--- src/rtl/ci_fetch_buffer_pkg.sv ---
package ci_fetch_buffer_pkg;
  typedef enum logic {FB_IDLE = 1'b0, FB_FILL = 1'b1} fb_state_e;
endpackage

--- src/rtl/ci_fb_ctrl.sv ---
module ci_fb_ctrl
  import ci_fetch_buffer_pkg::*;
#(
  parameter int unsigned WORDS = 4,
  localparam int unsigned IDXW = $clog2(WORDS)
) (
  input  logic            clk,
  input  logic            rst_n,
  input  logic            fill_start,
  input  logic            drop,
  input  logic            beat_valid,
  output logic            fill_busy,
  output logic            beat_take,
  output logic [IDXW-1:0] beat_idx
);
  fb_state_e       state_q;
  logic [IDXW-1:0] cnt_q;
  logic            last_beat;

  assign fill_busy = (state_q == FB_FILL);
  assign beat_take = fill_busy && beat_valid && !drop;
  assign beat_idx  = cnt_q;
  assign last_beat = (cnt_q == IDXW'(WORDS - 1));

  always_ff @(posedge clk or negedge rst_n) begin
    if (!rst_n) begin
      state_q <= FB_IDLE;
      cnt_q   <= '0;
    end else if (fill_start) begin
      state_q <= FB_FILL;
      cnt_q   <= '0;
    end else if (drop) begin
      state_q <= FB_IDLE;
      cnt_q   <= '0;
    end else if (beat_take) begin
      cnt_q <= cnt_q + 1'b1;
      if (last_beat) state_q <= FB_IDLE;
    end
  end

  // the fill closes after the last beat of the line
  assert_fill_ends_R3: assert property (@(posedge clk) disable iff (!rst_n)
    (beat_take && last_beat && !fill_start) |=> (state_q == FB_IDLE));

  // a drop without a new start leaves no fill running
  assert_drop_stops_fill_R6: assert property (@(posedge clk) disable iff (!rst_n)
    (drop && !fill_start) |=> !fill_busy);
endmodule

--- src/rtl/ci_fb_store.sv ---
module ci_fb_store #(
  parameter int unsigned AW    = 30,
  parameter int unsigned DW    = 32,
  parameter int unsigned WORDS = 4,
  localparam int unsigned IDXW = $clog2(WORDS),
  localparam int unsigned TAGW = AW - IDXW
) (
  input  logic            clk,
  input  logic            rst_n,
  input  logic            fill_start,
  input  logic [TAGW-1:0] fill_tag,
  input  logic            drop,
  input  logic            beat_take,
  input  logic [IDXW-1:0] beat_idx,
  input  logic [DW-1:0]   beat_data,
  input  logic [IDXW-1:0] rd_idx,
  output logic [TAGW-1:0] tag_q,
  output logic            tag_valid_q,
  output logic [WORDS-1:0] present_q,
  output logic [DW-1:0]   rd_word
);
  logic [DW-1:0] line_q [WORDS];

  always_ff @(posedge clk or negedge rst_n) begin
    if (!rst_n) begin
      tag_q       <= '0;
      tag_valid_q <= 1'b0;
    end else if (fill_start) begin
      tag_q       <= fill_tag;
      tag_valid_q <= 1'b1;
    end else if (drop) begin
      tag_valid_q <= 1'b0;
    end
  end

  for (genvar g = 0; g < WORDS; g++) begin : g_word
    logic wr_here;
    assign wr_here = beat_take && (beat_idx == IDXW'(g));

    always_ff @(posedge clk or negedge rst_n) begin
      if (!rst_n)                  present_q[g] <= 1'b0;
      else if (fill_start || drop) present_q[g] <= 1'b0;
      else if (wr_here)            present_q[g] <= 1'b1;
    end

    always_ff @(posedge clk) begin
      if (wr_here && !fill_start) line_q[g] <= beat_data;
    end
  end

  assign rd_word = line_q[rd_idx];

  // a drop empties the line
  assert_drop_clears_R6: assert property (@(posedge clk) disable iff (!rst_n)
    (drop && !fill_start) |=> (!tag_valid_q && present_q == '0));

  // a start wins over a drop in the same cycle
  assert_start_wins_R10: assert property (@(posedge clk) disable iff (!rst_n)
    (fill_start && drop) |=> (tag_valid_q && present_q == '0));

  // words become present one at a time during a fill
  assert_one_word_per_beat_R5: assert property (@(posedge clk) disable iff (!rst_n)
    (beat_take && !fill_start) |=> ($countones(present_q) == $countones($past(present_q)) + 1));
endmodule

--- src/rtl/ci_fb_lookup.sv ---
module ci_fb_lookup #(
  parameter int unsigned AW    = 30,
  parameter int unsigned DW    = 32,
  parameter int unsigned WORDS = 4,
  localparam int unsigned IDXW = $clog2(WORDS),
  localparam int unsigned TAGW = AW - IDXW
) (
  input  logic             clk,
  input  logic             rst_n,
  input  logic             buf_en,
  input  logic             req_valid,
  input  logic [AW-1:0]    req_addr,
  input  logic [1:0]       req_type,
  input  logic             req_inhibit,
  input  logic [TAGW-1:0]  tag_q,
  input  logic             tag_valid_q,
  input  logic [WORDS-1:0] present_q,
  input  logic             fill_busy,
  input  logic [DW-1:0]    rd_word,
  output logic [IDXW-1:0]  rd_idx,
  output logic             fill_start,
  output logic [TAGW-1:0]  fill_tag,
  output logic             fetch_hit,
  output logic [DW-1:0]    fetch_data,
  output logic             fetch_stall,
  output logic             bus_req,
  output logic             bus_burst,
  output logic [AW-1:0]    bus_addr
);
  function automatic logic [TAGW-1:0] line_of(input logic [AW-1:0] a);
    return a[AW-1:IDXW];
  endfunction

  function automatic logic [IDXW-1:0] word_of(input logic [AW-1:0] a);
    return a[IDXW-1:0];
  endfunction

  function automatic logic [AW-1:0] line_base(input logic [TAGW-1:0] t);
    return {t, {IDXW{1'b0}}};
  endfunction

  logic eligible, tag_hit, word_here, single_acc;

  assign rd_idx     = word_of(req_addr);
  assign fill_tag   = line_of(req_addr);
  assign eligible   = req_valid && buf_en && req_inhibit && (req_type == 2'd0);
  assign tag_hit    = tag_valid_q && (tag_q == fill_tag);
  assign word_here  = present_q[rd_idx];

  assign fetch_hit   = eligible && tag_hit && word_here;
  assign fetch_data  = rd_word;
  assign fetch_stall = eligible && ((tag_hit && !word_here) || (!tag_hit && fill_busy));
  assign fill_start  = eligible && !tag_hit && !fill_busy;
  assign single_acc  = req_valid && req_inhibit && !eligible;
  assign bus_req     = single_acc || fill_start;
  assign bus_burst   = fill_start;
  assign bus_addr    = fill_start ? line_base(fill_tag) : req_addr;

  // a hit never reaches the bus
  assert_hit_no_bus_R4: assert property (@(posedge clk) disable iff (!rst_n)
    fetch_hit |-> !bus_req);

  // a stalled fetch neither hits nor goes to the bus
  assert_stall_quiet_R5: assert property (@(posedge clk) disable iff (!rst_n)
    fetch_stall |-> (!fetch_hit && !bus_req));

  // disabled buffer sends inhibited fetches out singly
  assert_disabled_single_R1: assert property (@(posedge clk) disable iff (!rst_n)
    (req_valid && req_inhibit && !buf_en) |-> (!fetch_hit && bus_req && !bus_burst));

  // other access types never use the buffer
  assert_type_bypass_R2: assert property (@(posedge clk) disable iff (!rst_n)
    (req_valid && req_type != 2'd0) |-> (!fetch_hit && !bus_burst && !fetch_stall));

  // a burst is line-aligned
  assert_burst_aligned_R3: assert property (@(posedge clk) disable iff (!rst_n)
    bus_burst |-> (bus_addr[IDXW-1:0] == '0));
endmodule

--- src/rtl/ci_fetch_buffer.sv ---
module ci_fetch_buffer #(
  parameter int unsigned AW    = 30,
  parameter int unsigned DW    = 32,
  parameter int unsigned WORDS = 4,
  localparam int unsigned IDXW = $clog2(WORDS),
  localparam int unsigned TAGW = AW - IDXW
) (
  input  logic            clk,
  input  logic            rst_n,
  input  logic            buf_en,
  input  logic            req_valid,
  input  logic [AW-1:0]   req_addr,
  input  logic [1:0]      req_type,
  input  logic            req_inhibit,
  input  logic            beat_valid,
  input  logic [DW-1:0]   beat_data,
  input  logic            wr_valid,
  input  logic [TAGW-1:0] wr_line,
  input  logic            inval_all,
  input  logic            icache_fill,
  output logic            fetch_hit,
  output logic [DW-1:0]   fetch_data,
  output logic            fetch_stall,
  output logic            bus_req,
  output logic            bus_burst,
  output logic [AW-1:0]   bus_addr
);
  logic             fill_start, drop, fill_busy, beat_take;
  logic [IDXW-1:0]  beat_idx, rd_idx;
  logic [TAGW-1:0]  fill_tag, tag_q;
  logic             tag_valid_q;
  logic [WORDS-1:0] present_q;
  logic [DW-1:0]    rd_word;
  logic             wr_on_line;

  assign drop       = inval_all || icache_fill;
  assign wr_on_line = wr_valid && tag_valid_q && (wr_line == tag_q);

  ci_fb_lookup #(.AW(AW), .DW(DW), .WORDS(WORDS)) u_lookup (
    .clk(clk), .rst_n(rst_n), .buf_en(buf_en), .req_valid(req_valid),
    .req_addr(req_addr), .req_type(req_type), .req_inhibit(req_inhibit),
    .tag_q(tag_q), .tag_valid_q(tag_valid_q), .present_q(present_q),
    .fill_busy(fill_busy), .rd_word(rd_word), .rd_idx(rd_idx),
    .fill_start(fill_start), .fill_tag(fill_tag), .fetch_hit(fetch_hit),
    .fetch_data(fetch_data), .fetch_stall(fetch_stall), .bus_req(bus_req),
    .bus_burst(bus_burst), .bus_addr(bus_addr)
  );

  ci_fb_ctrl #(.WORDS(WORDS)) u_ctrl (
    .clk(clk), .rst_n(rst_n), .fill_start(fill_start), .drop(drop),
    .beat_valid(beat_valid), .fill_busy(fill_busy), .beat_take(beat_take),
    .beat_idx(beat_idx)
  );

  ci_fb_store #(.AW(AW), .DW(DW), .WORDS(WORDS)) u_store (
    .clk(clk), .rst_n(rst_n), .fill_start(fill_start), .fill_tag(fill_tag),
    .drop(drop), .beat_take(beat_take), .beat_idx(beat_idx),
    .beat_data(beat_data), .rd_idx(rd_idx), .tag_q(tag_q),
    .tag_valid_q(tag_valid_q), .present_q(present_q), .rd_word(rd_word)
  );

  // a write to the kept line leaves it untouched
  assert_write_no_effect_R8: assert property (@(posedge clk) disable iff (!rst_n)
    (wr_on_line && !fill_start && !drop && !beat_take) |=>
      ($stable(present_q) && $stable(tag_q) && tag_valid_q));
endmodule

--- config.mk ---
export PLATFORM = sky130hd
export DESIGN_NAME = ci_fetch_buffer
export DESIGN_NICKNAME = d
export VERILOG_FILES = /design/src/rtl/ci_fetch_buffer_pkg.sv /design/src/rtl/ci_fb_ctrl.sv /design/src/rtl/ci_fb_store.sv /design/src/rtl/ci_fb_lookup.sv /design/src/rtl/ci_fetch_buffer.sv
export SDC_FILE = /design/constraint.sdc
export NUM_CORES = 1
export LEC_CHECK = 0
export BUFFER_PORTS_ARGS = -buffer_cell sky130_fd_sc_hd__buf_4
export CAP_MARGIN = 0
export CORE_AREA = 2 2 174 176
export CTS_BUF_LIST = sky130_fd_sc_hd__clkbuf_16
export DETAILED_ROUTE_END_ITERATION = 8
export DIE_AREA = 0 0 176 178
export MAX_ROUTING_LAYER = met4
export SLEW_MARGIN = 20
export SYNTH_ARGS = -nofsm -noshare
export SYNTH_HDL_FRONTEND = slang
export SYNTH_SLANG_ARGS = --single-unit
--- constraint.sdc ---
create_clock -name clk -period 2.1 [get_ports clk]
set_input_delay 0.21 -clock clk [delete_from_list [all_inputs] [get_ports clk]]
set_output_delay 0.21 -clock clk [all_outputs]
set_load 0.02 [all_outputs]
---- Word-level counts from Yosys, hierarchy flattened ----
Memories as Yosys holds them, arrays and structs flattened.
Index checks and enable logic that the tools add are counted.
storage, ports and cells
  bits in registers ....................... 36
  bits in latches ......................... 0
  memory bits (writable) .................. 128
  bits in read-only memories .............. 0
  bits of input ports ..................... 101
  word-level logic and storage cells ...... 98
  memories kept ........................... 1
operators by class
  add/sub/neg operators ................... 1
  multipliers ............................. 0
  divide/modulo/power cells ............... 0
  $lt $le $gt $ge ......................... 1
  equality and inequality tests ........... 4
  shifts and indexed selects .............. 0
  multiplexer cells ....................... 37
  bitwise operators ....................... 0
  reduce and logical (&&, ||, !) cells .... 46
memories
  name            words  bits a word  rd ports  clocked after memory_dff  write ports  RTL line           text
  u_store.line_q  4      32           1         0                         1            ci_fb_store.sv:22  logic [DW-1:0] line_q [WORDS];
operators with widths
  cell                   number
  $mux W32               3
  $reduce_or A32 Y1      3
  $eq A28 B28 Y1         1
  $mux W1                26
  $logic_and A1 B1 Y1    23
  $mux W2                7
  $reduce_bool A2 Y1     5
  $logic_not A1 Y1       6
  $reduce_bool A3 Y1     2
  $eq A2 B2 Y1 const B   2
  $logic_not A2 Y1       2
  $logic_or A1 B1 Y1     4
  $lt A2 B3 Y1 const B   1
  $add A2 B1 Y2 const B  1
  $bmux W1 S2            1
  $eq A2 B1 Y1 const B   1
  $reduce_and A2 Y1      1

---- Longest topological paths before layout ----
Gate-level depths: netlist of run 1.
  depth after elaboration ................. 13
  mapped depth ............................ 7
  depth with buffers taken out ............ 5

---- Hierarchy ----
From an unflattened synthesis of run 1, not the netlist that was laid out.
second synthesis, totals
  cells, all modules ...................... 405
  area, all modules ....................... 7201.9 µm²
modules (own cells, without submodules)
  module           instances  cells each  area each (µm²)  sequential area each (µm²)
  ci_fb_store      1          247         5931.9           4669.5
  ci_fb_lookup     1          142         1096.1           0.0
  ci_fb_ctrl       1          15          167.7            75.1
  ci_fetch_buffer  1          1           6.3              0.0

---- Worst setup path before layout of run 1 ----
OpenSTA, ideal clock, no wires.
  path kind ............................... register -> register
  start point ............................. register u_ctrl.state_q, in the netlist u_ctrl.fill_busy
  end point ............................... memory u_store.line_q[2][0], enable pin
  data arrival time ....................... 1562 ps
  slack ................................... 145 ps
  cell stages (with the launch flop) ...... 4
  buffers on the path ..................... 0
  clock period less this slack ............ 1955 ps
  cell sequence ........................... dfrtp_1 -> nand2_1 -> nor3_1 -> and2_1
between the ends
  word-level cells in the longest chain between the ends .. 10
  elaborated cells on any way between the ends .. 30
  those cells by class .................... mux: 14; reduce/logical: 16
RTL lines
  item                                                                     RTL line                              text
  start: declaration                                                       ci_fb_ctrl.sv:16                      fb_state_e state_q;
  start signal: assignment                                                 ci_fb_ctrl.sv:27                      state_q <= FB_IDLE;
  start signal: assignment                                                 ci_fb_ctrl.sv:30                      state_q <= FB_FILL;
  start signal: assignment                                                 ci_fb_ctrl.sv:33                      state_q <= FB_IDLE;
  $logic_and A1 B1 Y1 / $logic_not A1 Y1 (equally long branches)           ci_fb_ctrl.sv:21, ci_fb_lookup.sv:53
  $logic_and A1 B1 Y1 (on tied branches)                                   ci_fb_ctrl.sv:21, ci_fb_lookup.sv:53
  $logic_and A1 B1 Y1 / $logic_not A1 Y1 (equally long branches)           ci_fb_store.sv:38, ci_fb_store.sv:47
  $logic_and A1 B1 Y1                                                      ci_fb_store.sv:47                     if (wr_here && !fill_start) line_q[g] <= beat_data;
  $mux W1                                                                  ci_fb_store.sv:47
  $mux W1 (implied by the code)                                            ci_fb_store.sv:47
  $reduce_or A32 Y1 (no source line)                                       -
  $mux W2 (no source line) / $mux W1 (equally long branches) (3 in a row)  -
  end: declaration                                                         ci_fb_store.sv:22
Several ways; a longest one is shown, not always the timed one.

---- Worst setup path in the final report of run 1 ----
  start point ............................. register u_store.tag_q[24]
  end point ............................... output port fetch_stall
between the ends
  word-level cells in the longest chain between the ends .. 6
  elaborated cells on any way between the ends .. 7
  those cells by class .................... eq/ne: 1; reduce/logical: 6
RTL lines
  item                      RTL line               text
  start: declaration        ci_fb_store.sv:17      output logic [TAGW-1:0] tag_q,
  start signal: assignment  ci_fb_store.sv:29      tag_q <= fill_tag;
  $eq A28 B28 Y1 *          ci_fb_lookup.sv:47     assign tag_hit = tag_valid_q && (tag_q == fill_tag);
  $logic_and A1 B1 Y1 *     ci_fb_lookup.sv:47
  $logic_not A1 Y1          ci_fb_lookup.sv:52     assign fetch_stall = eligible && ((tag_hit && !word_here) || (!tag_hit && fill_busy));
  $logic_and A1 B1 Y1       ci_fb_lookup.sv:52
  $logic_or A1 B1 Y1 *      ci_fb_lookup.sv:52
  $logic_and A1 B1 Y1 *     ci_fb_lookup.sv:52
  end: declaration          ci_fetch_buffer.sv:23  output logic fetch_stall,
Every way passes the cells marked *; elsewhere a longest branch is shown, timed or not.

==> results of run 1 <==
==> flip-flops by register name (all words and copies together), names as in the netlist <==
signal	count
u_ctrl.fill_busy	1
u_ctrl.beat_idx	2
u_store.tag_q	28
u_store.line_q	128
u_store.tag_valid_q	1
u_store.present_q	4
==> final cells by class <==
class / count / share of cell area
Sequential cell: 164 / 0.520
Multi-Input combinational cell: 136 / 0.185
Timing Repair Buffer: 194 / 0.178
Tap cell: 390 / 0.0534
Clock buffer: 17 / 0.0466
Clock inverter: 15 / 0.0162
Inverter: 2 / 0.000822
==> worst min path at each step <==
stage | depth (start not counted) | slack [ns] | end | from
final | 2 | 0.04 | u_store.tag_q[21] | req_addr[23]
after global routing | 2 | 0.02 | u_store.tag_q[21] | req_addr[23]
after CTS | 2 | 0.02 | u_store.tag_q[20] | req_addr[22]
after detailed placement | 1 | 0.21 | u_store.tag_q[20] | rst_n
after global placement | 1 | 0.19 | u_store.tag_q[16] | rst_n
after floorplan | 0 | -0.09 | u_ctrl.beat_idx[0] | rst_n
==> logic make-up after synthesis <==
| logic type | count (synthesis) | share of synthesized area |
|---|---|---|
| AOI/OAI and AO/OA | 9 | 0.00978 |
| xor gates and xnor gates | 29 | 0.0382 |
| adders and majority gates | 4 | 0.00752 |
| buffers and inverters | 42 | 0.0427 |
| DFF | 164 | 0.713 |
| muxes | 62 | 0.161 |
| and+or+nand+nor | 32 | 0.0284 |
==> cells in the final DEF, fill, tap and decap left out, drive strengths merged <==
cell type    Yosys  routed
clkbuf           5      18
a21oi            1       1
nand2            7       7
mux4            33      33
nor3             1       1
nand4            6       6
nor3b            1       1
dfrtp           36      36
clkinvlp         0       3
ha               4       4
a31o             1       1
a31oi            1       1
clkinv           0       6
mux2i            1       1
buf             35     158
and3b            1       1
a211oi           1       1
nor2b            2       2
a21o             2       2
nor2             2       2
and2             4       4
edfxtp         128     128
o21bai           3       3
nand3            3       3
mux2            28      28
nor4             5       5
inv              2       8
xnor2           29      29
dlygate4sd3      0      35
==> stage by stage <==
stage	cell area (um2)	hold WS [ns]	utilization
final	9130	0.0433	0.311
after global routing	9130	0.0247	0.311
after CTS	9050	0.0226	0.308
after detailed placement	8060	0.206	0.274
after global placement	8060	0.188	0.274
after floorplan	6660	-0.0856	-
==> power by group through the flow <==
stage               clock network [mW]  logic [mW]  registers (mW)
floorplan                            0       0.483            3.77
global placement                     0       0.743            3.78
detailed placement                   0       0.775            3.79
CTS                               3.06       0.840            3.72
global route                      3.19       0.921            3.74
finish                            2.96       0.851            3.73
==> per-layer routing <==
metal,vias to the layer above,track usage,part of all wire
met2,129,0.162,0.50
met4,0,0.0234,0.0087
met1,1841,0.114,0.43
met3,10,0.0283,0.056
met5,-,-,0
li1,1653,-,-
==> repair_timing <==
item / 4_1_cts / 5_1_grt
hold buffers: 35 / 0
gates cloned: 1 / 1
endpoints found under the setup margin: 6 / 26
endpoints found under the hold margin: 167 / 0
pin swaps: 7 / 4
buffers inserted: 2 / 3
gates resized for setup: 6 / 15
==> impl_summary.md, run 1 <==
Status
The flow ran to the end, but the final reports show violations. The checks that failed: setup timing.

Floorplan
From left edge to right edge, the die measures 176 um. The floorplan step defined a die boundary enclosing 31300 um2. The initial utilization of the core area, before any placement, comes to 0.226. The floorplan has 63 rows. The core region is 29400 um2. The height of the chip is 178 um.

The top-level port count is 167.

Worst setup path
The number of cells on the critical path is 7. The endpoint of the worst register-to-register path is u_store.tag_q[19]. The worst flop-to-flop path startpoint is u_store.tag_q[10].

The reg-to-reg setup timing slack is -0.04 ns. Data on the critical path arrives at its endpoint at 2.01 ns. STA classifies the critical path endpoint as an output pin. The data required time at the worst endpoint is 1.89 ns. Together, buffers and inverters on the worst path number 2. The critical path startpoint category is a register. The critical path capture point is fetch_stall. The delay of the slowest cell on the worst path is 0.40 ns.

The critical path goes through xnor2_1 -> nand4_1 -> nor4_2 -> buf_4 -> a21o_1 -> and3b_1 -> buf_6. The worst-case reg-to-reg path depth is 9. The cell at the slowest stage of the critical path is sky130_fd_sc_hd__dfrtp_1. The worst setup path startpoint is u_store.tag_q[24]. The top cell family by delay on the critical path is simple AND/OR/NAND/NOR gates.

The worst setup path is of the reg2out kind. Along the worst path, the maximum fanout reaches 3.

Timing
The maximum achievable frequency is 0.450 GHz. Setup violations remaining at the end of the flow were counted as 11. After layout, the minimum clock period comes to 2.22 ns. The sum of negative setup slack is -0.605 ns. The relative slew slack is 0.684.

The transition time at the pin with the least slew margin is 0.474 ns. Across the routed clock network, the largest skew measured is 0.0157 ns. Setup slack on the critical path of the routed design comes to -0.124 ns.

The number of max-slew violations in the final report was 0. In the finished design, the share of the clock period the worst path needs comes to 1.06. Setup repair after global routing could not meet its margin everywhere. The number of hold violations in the final report was 0.

Placed design
Port buffering added 137 buffers. The final weighted congestion of routability-driven global placement is 0.745. The placed instance count is 845. The worst setup slack after placement is 0.134 ns.

The half-perimeter wire length after placement is 9.78 mm.

Power
The worst-case IR drop observed on VDD is 0.449 mV. The share of total power dissipated in the clock network is 0.392. The total power draw is 7.53 mW.

Of the total power, the share spent switching nets is 0.243. The power per cell area is 825 nW/um2. Of the total power, registers draw 0.495. The reported leakage power is 3.36 nW. The internal power of the cells totals 5.70 mW. The net switching power of the design is 1.83 mW. Of the total power, combinational logic draws 0.113.

Global route
The number of antenna violations at the first check in global routing came to 0. The global router's overall resource usage is 0.0963. The overall overflow remaining after global route is 0.

Entering global routing, the biggest net connects 37 pins. The first global-routing pass estimated 21.6 mm of wire. The number of global-route vias before repair is 3904.

Layout
The count of cells in the finished layout, fillers not included, comes to 918. The net count of the finished layout is 620. Fill cells in the final layout number 2879. The proportion of layout cells with a drive suffix above 1 is 0.492. The layout overhead on the synthesized area is 37.2%. The footprint of the flip-flops and latches is 4740 um2. The area used by multi-input combinational logic is 1690 um2. The repair_antennas step left the layout with diodes totalling 0.

Clock tree
TritonCTS created 17 clock buffers. The clock-pin slew on the worst setup and hold paths is 0.07 ns. No sink is reached through more buffers than the 2 on the longest clock path. The TritonCTS clock tree is built. The clock latency on the worst-skew pair is 0.42 ns. For this design, the sink count on the clock tree is 164. The number of levels in the clock H-tree is 4. The tree is rooted in a sky130_fd_sc_hd__clkbuf_16.

Worst hold path
The type of the most critical hold path is in2reg.

Drt
The number of violations reported at the end of detailed-routing iteration 0 is 180. The DRC violations left is 0. The routed wire length is 14.4 mm. The first TritonRoute pass finished after 4 iterations.

In this run the remaining antenna-violating nets after routing total 0. The detailed router placed 3633 vias in this run. The post-detailed-route wirelength per cell is 15.7 um. The via count normalized by instance count is 3.96.

Logic synthesis
The share of synthesized area in the top cell type comes to 0.578. For this run, asynchronously set or reset flops after synthesis account for 0.220. The largest total area in the synthesized netlist belongs to sky130_fd_sc_hd__edfxtp_1.

The share of the Yosys chip area taken by registers is 0.713. In this run, synthesis inferred 128 flip-flops with an integrated enable. By area the synthesized netlist is led by sky130_fd_sc_hd__edfxtp_1 58%, sky130_fd_sc_hd__dfrtp_1 14%, sky130_fd_sc_hd__mux4_2 11%. Sorting the synthesized cells by how often they occur yields 128 x sky130_fd_sc_hd__edfxtp_1, 36 x sky130_fd_sc_hd__dfrtp_1, 33 x sky130_fd_sc_hd__mux4_2. The synthesized netlist contains 29 unique library cells. The most used standard cell by instance count after synthesis is sky130_fd_sc_hd__edfxtp_1. The post-synth design cell area is 6660 um2. The synthesized area divided by synthesized cell count is 19.5 um2. Synthesis produced a netlist whose cell count is 342. The most used flip-flop cell after synthesis is sky130_fd_sc_hd__edfxtp_1. After synthesis the netlist holds a flip-flop and latch count of 164.

The number of warnings reported in the yosys synthesis log is 0. When the netlist entered floorplanning its net count stood at 447.

Flow run
Across the run, the number of max-cap violations was 0.
(Power assumes the default switching activity.)
==> inputs of run 2 (changes only) <==
Settings changed: GPL_TIMING_DRIVEN set to 0.
==> run 2 against run 1 <==
- the flow still finishes with violations (setup timing)
- sequential power about the same
- global-route usage about the same
- largest cell class unchanged
- final area grew 1.1%
- highest routed layer unchanged
- fmax shrank 4.9%
==> impl_summary.md, run 2 (synthesized netlist as in run 1, its figures left out) <==
Timing
Unrepaired setup endpoints after global routing: true (unchanged). The transition time at the pin with the least slew margin is 0.645 ns (was 0.474 ns). The worst path setup slack after routing is -0.239 ns (was -0.124 ns). The worst setup skew after layout is 0.0134 ns (was 0.0157 ns). The sum of negative setup slack came to -0.986 ns (was -0.605 ns).

The number of setup violations in the final report is 6 (was 11). The post-layout minimum cycle time was 2.34 ns (was 2.22 ns). The final period utilization is 1.11 (was 1.06). The relative slew slack is 0.570 (was 0.684).

The maximum achievable frequency came to 0.428 GHz (was 0.450 GHz). The number of max-slew violations in the final report is 0 (unchanged). The number of hold violations in the final report is 0 (unchanged).

Worst setup path
List of cells traversed by the critical path: xnor2_1 -> nand4_1 -> nor4_4 -> buf_4 -> a21o_1 -> and3b_1 -> buf_6 (was xnor2_1 -> nand4_1 -> nor4_2 -> buf_4 -> a21o_1 -> and3b_1 -> buf_6). The top cell family by delay on the critical path was simple AND/OR/NAND/NOR gates (unchanged). The delay of the slowest cell on the worst path is 0.39 ns (was 0.40 ns). The reg-to-reg setup timing slack is 0.16 ns (was -0.04 ns). The critical path startpoint category is a register (unchanged).

The worst flop-to-flop path startpoint is u_store.tag_q[24] (was u_store.tag_q[10]). The number of buffer and inverter instances along the worst setup path is 2 (unchanged). The worst path arrival time is 2.13 ns (was 2.01 ns). The data required time at the worst endpoint is 1.89 ns (about the same). The maximum net fanout on the critical path came to 2 (was 3).

The endpoint of the worst register-to-register path is u_store.tag_q[6] (was u_store.tag_q[19]). The kind of critical path was reg2out (unchanged). The cell at the slowest stage of the critical path was sky130_fd_sc_hd__dfrtp_1 (unchanged). The worst-case reg-to-reg path depth is 6 (was 9). The kind of capture point of the worst setup path is an output pin (unchanged).

Power
The net switching power of the design is 1.79 mW (was 1.83 mW). The share of power burned in registers came to 0.498 (was 0.495). The switching power as a share of total power is 0.240 (was 0.243). The power per cell area is 809 nW/um2 (was 825 nW/um2).

The combinational fraction of design power is 0.115 (was 0.113). The internal power is 5.68 mW (was 5.70 mW). The reported leakage power is 3.45 nW (was 3.36 nW). The clock group share of total power was 0.388 (was 0.392). The peak supply drop is 0.465 mV (was 0.449 mV).

Layout
Commonest cells after routing, fill and taps aside: 163 x sky130_fd_sc_hd__buf_4, 128 x sky130_fd_sc_hd__edfxtp_1, 36 x sky130_fd_sc_hd__dfrtp_1 (was 151 x sky130_fd_sc_hd__buf_4, 128 x sky130_fd_sc_hd__edfxtp_1, 36 x sky130_fd_sc_hd__dfrtp_1). The top register by number of flip-flops is u_store.line_q (unchanged). The most common library cell in the layout ignoring fill and taps is sky130_fd_sc_hd__buf_4 (unchanged). The number of flip-flops under the largest register name was 128 (unchanged).

The layout overhead on the synthesized area is 38.7% (was 37.2%). The number of inserted diodes was 0 (unchanged). The final net count came to 644 (was 620). Top flop regs: u_store.line_q: 128 flops, u_store.tag_q: 28 flops, u_store.present_q: 4 flops (unchanged). The proportion of layout cells with a drive suffix above 1 is 0.511 (was 0.492).

Worst hold path
The type of the most critical hold path is in2reg (unchanged). The hold path depth is 2 (unchanged). The endpoint of the worst hold-timing path is u_store.tag_q[27] (was u_store.tag_q[21]). The worst hold path startpoint is req_addr[29] (was req_addr[23]).

Global route
The number of global-route vias before repair is 3937 (was 3904). The maximum number of pins on one net before global-route repair is 37 (unchanged). The global-route wire length before repair is 21.8 mm (was 21.6 mm).

The overall overflow remaining after global route is 0 (unchanged). The global router's overall resource usage is 0.0966 (was 0.0963). The number of antenna violations at the first check in global routing is 0 (unchanged).

Clock tree
The number of levels in the clock H-tree is 4 (unchanged). The total clock sinks came to 164 (unchanged). The clock-pin slew on the worst setup and hold paths was 0.07 ns (about the same). The root buffer cell is sky130_fd_sc_hd__clkbuf_16 (unchanged).

The largest buffer count on any clock path is 2 (unchanged). The number of buffers added by the clock tree synthesis step is 17 (unchanged). The TritonCTS clock tree was built (unchanged). The clock latency on the worst-skew pair is 0.42 ns (about the same).

Drt
The first-pass iteration count of the detailed router is 4 (unchanged). The routed wire length is 14.2 mm (was 14.4 mm). The post-detailed-route wirelength per cell is 15.1 um (was 15.7 um). The via count normalized by instance count came to 3.92 (was 3.96). The number of violations reported at the end of detailed-routing iteration 0 came to 174 (was 180). The via count is 3693 (was 3633). The DRC violations left is 0 (unchanged). The number of antenna-violating nets in the routed design is 0 (unchanged).

Floorplan
The count of standard-cell rows is 63 (unchanged). The top-level port count is 167 (unchanged). The die span in x is 176 um (unchanged). The area of the core was 29400 um2 (unchanged). The height of the chip is 178 um (unchanged). The area of the die is 31300 um2 (unchanged). The starting density of the core was 0.226 (unchanged).

Flow run
The number of maximum-capacitance violations is 0 (unchanged).

Placed design
The worst setup slack after placement is -0.115 ns (was 0.134 ns). The half-perimeter wire length after placement was 9.69 mm (was 9.78 mm). The count of input and output buffers came to 135 (was 137). The final weighted congestion of routability-driven global placement is 0.670 (was 0.745).

Status
Run status: finished with violations (unchanged). Violated checks: setup timing (unchanged).
run 2: metal layers:
metal / share of wire / track usage / wire [um] / vias to the layer above
li1: - / - / - / 1705
met1: 0.44 / 0.116 / 6210 / 1847
met2: 0.48 / 0.156 / 6830 / 127
met3: 0.068 / 0.0283 / 963 / 14
met4: 0.013 / 0.0334 / 187 / 0
met5: 0 / - / 0 / -
run 2: how the worst max path moves through the flow:
| stage | start | endpoint | slack [ns] | cells past startpoint |
|---|---|---|---|---|
| 6_report | u_store.tag_q[15] | fetch_stall | -0.24 | 7 |
| 5_1_grt | u_store.tag_q[21] | fetch_stall | -0.39 | 7 |
| 4_1_cts | u_store.tag_q[27] | fetch_stall | -0.32 | 7 |
| 3_5_place_dp | req_addr[0] | fetch_data[24] | -0.11 | 4 |
| 3_3_place_gp | u_ctrl.fill_busy | u_store.line_q[1][6] | -0.77 | 3 |
| 2_1_floorplan | u_ctrl.fill_busy | u_store.line_q[2][0] | 0.14 | 3 |
run 2: power by group through the flow:
stage | Combinational [mW] | Clock [mW] | Sequential, mW
6_report | 0.856 | 2.90 | 3.72
5_1_grt | 0.930 | 3.13 | 3.74
4_1_cts | 0.872 | 2.99 | 3.72
3_5_place_dp | 0.804 | 0 | 3.79
3_3_place_gp | 0.795 | 0 | 3.78
2_1_floorplan | 0.483 | 0 | 3.77
run 2: final cells by class:
class	instances	area, um2
clock inverters	15	121
clock buffers	17	425
flip-flops and latches	164	4740
well taps	390	488
multi-input cells	136	1670
plain buffers	39	275
inverters	2	7.51
repair buffers	179	1500
fillers	2864	20200
run 2: repair_timing:
action,in CTS,in global routing
gates resized for setup,10,12
pin swaps,5,3
hold endpoints to repair,167,0
endpoints found under the setup margin,35,72
hold buffers,35,0
buffers inserted,5,1
run 2: worst reg2reg max path, cell delays in order (launching register included):
cell                       delay, ns
sky130_fd_sc_hd__dfrtp_1        0.39
sky130_fd_sc_hd__xnor2_1        0.13
sky130_fd_sc_hd__nand4_1        0.16
sky130_fd_sc_hd__nor4_4         0.08
sky130_fd_sc_hd__a211oi_2       0.34
sky130_fd_sc_hd__buf_2          0.35
sky130_fd_sc_hd__mux2_2         0.37
run 2: per-stage QoR:
stage	power [mW]	std cells	hold slack (ns)	util	cell area (um2)
finish	7.47	942	0.0370	0.314	9230
global placement	4.58	867	0.212	0.277	8160
CTS	7.58	941	0.0215	0.313	9200
floorplan	4.26	342	-0.0856	-	6660
detailed placement	4.59	871	0.206	0.280	8240
global route	7.79	942	0.0295	0.314	9230
==> inputs of run 3 (changes only) <==
Settings changed: ABC_CLOCK_PERIOD_IN_PS set to 2100, CTS_BUF_LIST sky130_fd_sc_hd__clkbuf_16 to unset, SKIP_LAST_GASP set to 1.
==> run 3 against run 2 <==
- the run still ends with setup timing left
- critical path depth unchanged
- worst hold slack about the same
- final area decreased by 0.14%
- global-route usage unchanged
- power about the same
- flip-flop and latch count unchanged
- clock power about the same
- combinational power about the same
- via count about the same
- first-iteration DRC count decreased by 0.57%
- largest cell class unchanged
==> impl_summary.md, run 3 (synthesized netlist as in run 1, its figures left out) <==
Drt
The number of violations reported at the end of detailed-routing iteration 0 is 173 (was 174). The via count is 3691 (was 3693). The post-detailed-route wirelength per cell came to 15.1 um (about the same). The via count normalized by instance count came to 3.92 (about the same).

The DRC violations left is 0 (unchanged). The first-pass iteration count of the detailed router was 4 (unchanged). The number of antenna-violating nets in the routed design is 0 (unchanged). The routed wire length is 14.2 mm (about the same).

Power
The total power draw is 7.47 mW (about the same). The switching power as a share of total power is 0.240 (about the same). The power per cell area came to 810 nW/um2 (was 809 nW/um2).

The reported leakage power was 3.44 nW (was 3.45 nW). The combinational fraction of design power was 0.114 (was 0.115). The peak supply drop is 0.465 mV (about the same).

The share of power burned in registers came to 0.497 (was 0.498). The net switching power of the design is 1.79 mW (about the same). The clock group share of total power came to 0.388 (about the same). The internal power is 5.68 mW (about the same).

Clock tree
The largest buffer count on any clock path was 2 (unchanged). The number of buffers added by the clock tree synthesis step was 17 (unchanged). The clock-pin slew on the worst setup and hold paths came to 0.07 ns (about the same).

The root buffer cell is sky130_fd_sc_hd__clkbuf_16 (unchanged). The number of levels in the clock H-tree is 4 (unchanged). The total clock sinks is 164 (unchanged). The TritonCTS clock tree is built (unchanged).

The clock latency on the worst-skew pair came to 0.42 ns (about the same).

Global route
The global-route wire length before repair is 21.8 mm (unchanged). The global router's overall resource usage is 0.0966 (unchanged). The overall overflow remaining after global route came to 0 (unchanged).

The maximum number of pins on one net before global-route repair was 37 (unchanged). The number of global-route vias before repair is 3937 (unchanged). The number of antenna violations at the first check in global routing is 0 (unchanged).

Worst setup path
The worst path arrival time is 2.13 ns (about the same). The data required time at the worst endpoint is 1.89 ns (about the same). The kind of critical path is reg2out (unchanged). The top cell family by delay on the critical path is simple AND/OR/NAND/NOR gates (unchanged).

The delay of the slowest cell on the worst path is 0.39 ns (about the same). The maximum net fanout on the critical path came to 2 (unchanged). List of cells traversed by the critical path: xnor2_1 -> nand4_1 -> nor4_4 -> buf_4 -> a21o_1 -> and3b_1 -> buf_6 (unchanged). The kind of capture point of the worst setup path is an output pin (unchanged). The number of buffer and inverter instances along the worst setup path is 2 (unchanged). The cell at the slowest stage of the critical path was sky130_fd_sc_hd__dfrtp_1 (unchanged). The critical path startpoint category is a register (unchanged).

Placed design
The final weighted congestion of routability-driven global placement came to 0.670 (unchanged). The half-perimeter wire length after placement was 9.69 mm (unchanged). The count of input and output buffers is 135 (unchanged).

Timing
The worst path setup slack after routing is -0.239 ns (about the same). The maximum achievable frequency is 0.428 GHz (about the same). The worst setup skew after layout came to 0.0134 ns (unchanged). The post-layout minimum cycle time is 2.34 ns (about the same). The minimum hold slack is 0.0370 ns (about the same).

The number of hold violations in the final report is 0 (unchanged). The number of max-slew violations in the final report is 0 (unchanged). The final period utilization is 1.11 (about the same). Unrepaired setup endpoints after global routing: true (unchanged). The transition time at the pin with the least slew margin is 0.645 ns (about the same). The number of setup violations in the final report is 6 (unchanged). The sum of negative setup slack was -1.02 ns (was -0.986 ns). The relative slew slack is 0.570 (about the same).

Floorplan
The top-level port count is 167 (unchanged). The count of standard-cell rows is 63 (unchanged). The starting density of the core was 0.226 (unchanged). The die span in x is 176 um (unchanged). The height of the chip was 178 um (unchanged). The area of the die came to 31300 um2 (unchanged). The area of the core was 29400 um2 (unchanged).

Layout
Commonest cells after routing, fill and taps aside: 164 x sky130_fd_sc_hd__buf_4, 128 x sky130_fd_sc_hd__edfxtp_1, 36 x sky130_fd_sc_hd__dfrtp_1 (was 163 x sky130_fd_sc_hd__buf_4, 128 x sky130_fd_sc_hd__edfxtp_1, 36 x sky130_fd_sc_hd__dfrtp_1). The most common library cell in the layout ignoring fill and taps is sky130_fd_sc_hd__buf_4 (unchanged). The top register by number of flip-flops is u_store.line_q (unchanged). Top flop regs: u_store.line_q: 128 flops, u_store.tag_q: 28 flops, u_store.present_q: 4 flops (unchanged).

The proportion of layout cells with a drive suffix above 1 is 0.509 (was 0.511). The number of inserted diodes is 0 (unchanged). The layout overhead on the synthesized area is 38.6% (was 38.7%). The final net count came to 644 (unchanged).

The end-of-flow core utilization came to 0.314 (about the same). The number of fill cells in the layout is 2866 (was 2864). The number of flip-flops under the largest register name is 128 (unchanged).

Flow run
The number of maximum-capacitance violations was 0 (unchanged).

Status
Violated checks: setup timing (unchanged). Run status: finished with violations (unchanged).

Worst hold path
The type of the most critical hold path is in2reg (unchanged).
==> run 3: path summary, 6_finish.rpt <==
kind / start / to / slack, ns / depth (start not counted)
hold / removal: req_addr[29] / u_store.tag_q[27] / 0.04 / 2
hold reg to reg: u_store.tag_valid_q / u_store.tag_valid_q / 0.49 / 1
min in group asynchronous: rst_n / u_store.tag_q[8] / 0.27 / 2
setup / recovery: u_store.tag_q[15] / fetch_stall / -0.24 / 7
setup reg to reg: u_ctrl.fill_busy / u_store.line_q[2][13] / 0.10 / 4
max in group asynchronous: rst_n / u_store.present_q[3] / 1.49 / 2
==> run 3: power groups by stage <==
stage,registers (mW),clock network [mW],logic (mW)
6_report,3.72,2.90,0.853
4_1_cts,3.72,2.99,0.872
3_5_place_dp,3.79,0,0.804
2_1_floorplan,3.77,0,0.483
5_1_grt,3.74,3.13,0.928
3_3_place_gp,3.78,0,0.795
==> run 3: metal layers <==
metal / vias to the layer above / track usage / share of wire
met5: - / - / 0
met4: 0 / 0.0334 / 0.013
met3: 14 / 0.0283 / 0.068
met2: 128 / 0.156 / 0.48
met1: 1844 / 0.116 / 0.44
li1: 1705 / - / -
==> run 3: worst register-to-register path, stage by stage (launching register included) <==
cell and delay, ns:
sky130_fd_sc_hd__dfrtp_1 0.46, sky130_fd_sc_hd__nand2_1 0.15, sky130_fd_sc_hd__nor3_1 0.33, sky130_fd_sc_hd__and2_2 0.51, sky130_fd_sc_hd__buf_12 0.24
==> run 3: timing repair <==
| item | CTS | global route |
|---|---|---|
| buffers inserted | 5 | 1 |
| pin swaps | 5 | 3 |
| hold buffers | 35 | 0 |
| gates resized for setup | 10 | 8 |
| endpoints found under the hold margin | 167 | 0 |
| setup endpoints to repair | 35 | 72 |
==> run 3: cell type report <==
type / instances / area (um2) / area share
sequential: 164 / 4740 / 0.515
clock inverter: 14 / 118 / 0.0128
clock buffer: 18 / 429 / 0.0465
multi-input combinational: 136 / 1660 / 0.180
buffer: 39 / 275 / 0.0299
timing repair buffer: 179 / 1500 / 0.162
tap: 390 / 488 / 0.0529
inverter: 2 / 7.51 / 0.000814
==> run 3: through the flow <==
step	instance area (um2)	cells	setup WS, ns
2_1_floorplan	6660	342	0.145
3_3_place_gp	8160	867	-0.768
3_5_place_dp	8240	871	-0.115
4_1_cts	9200	941	-0.319
5_1_grt	9220	942	-0.395
6_report	9220	942	-0.239
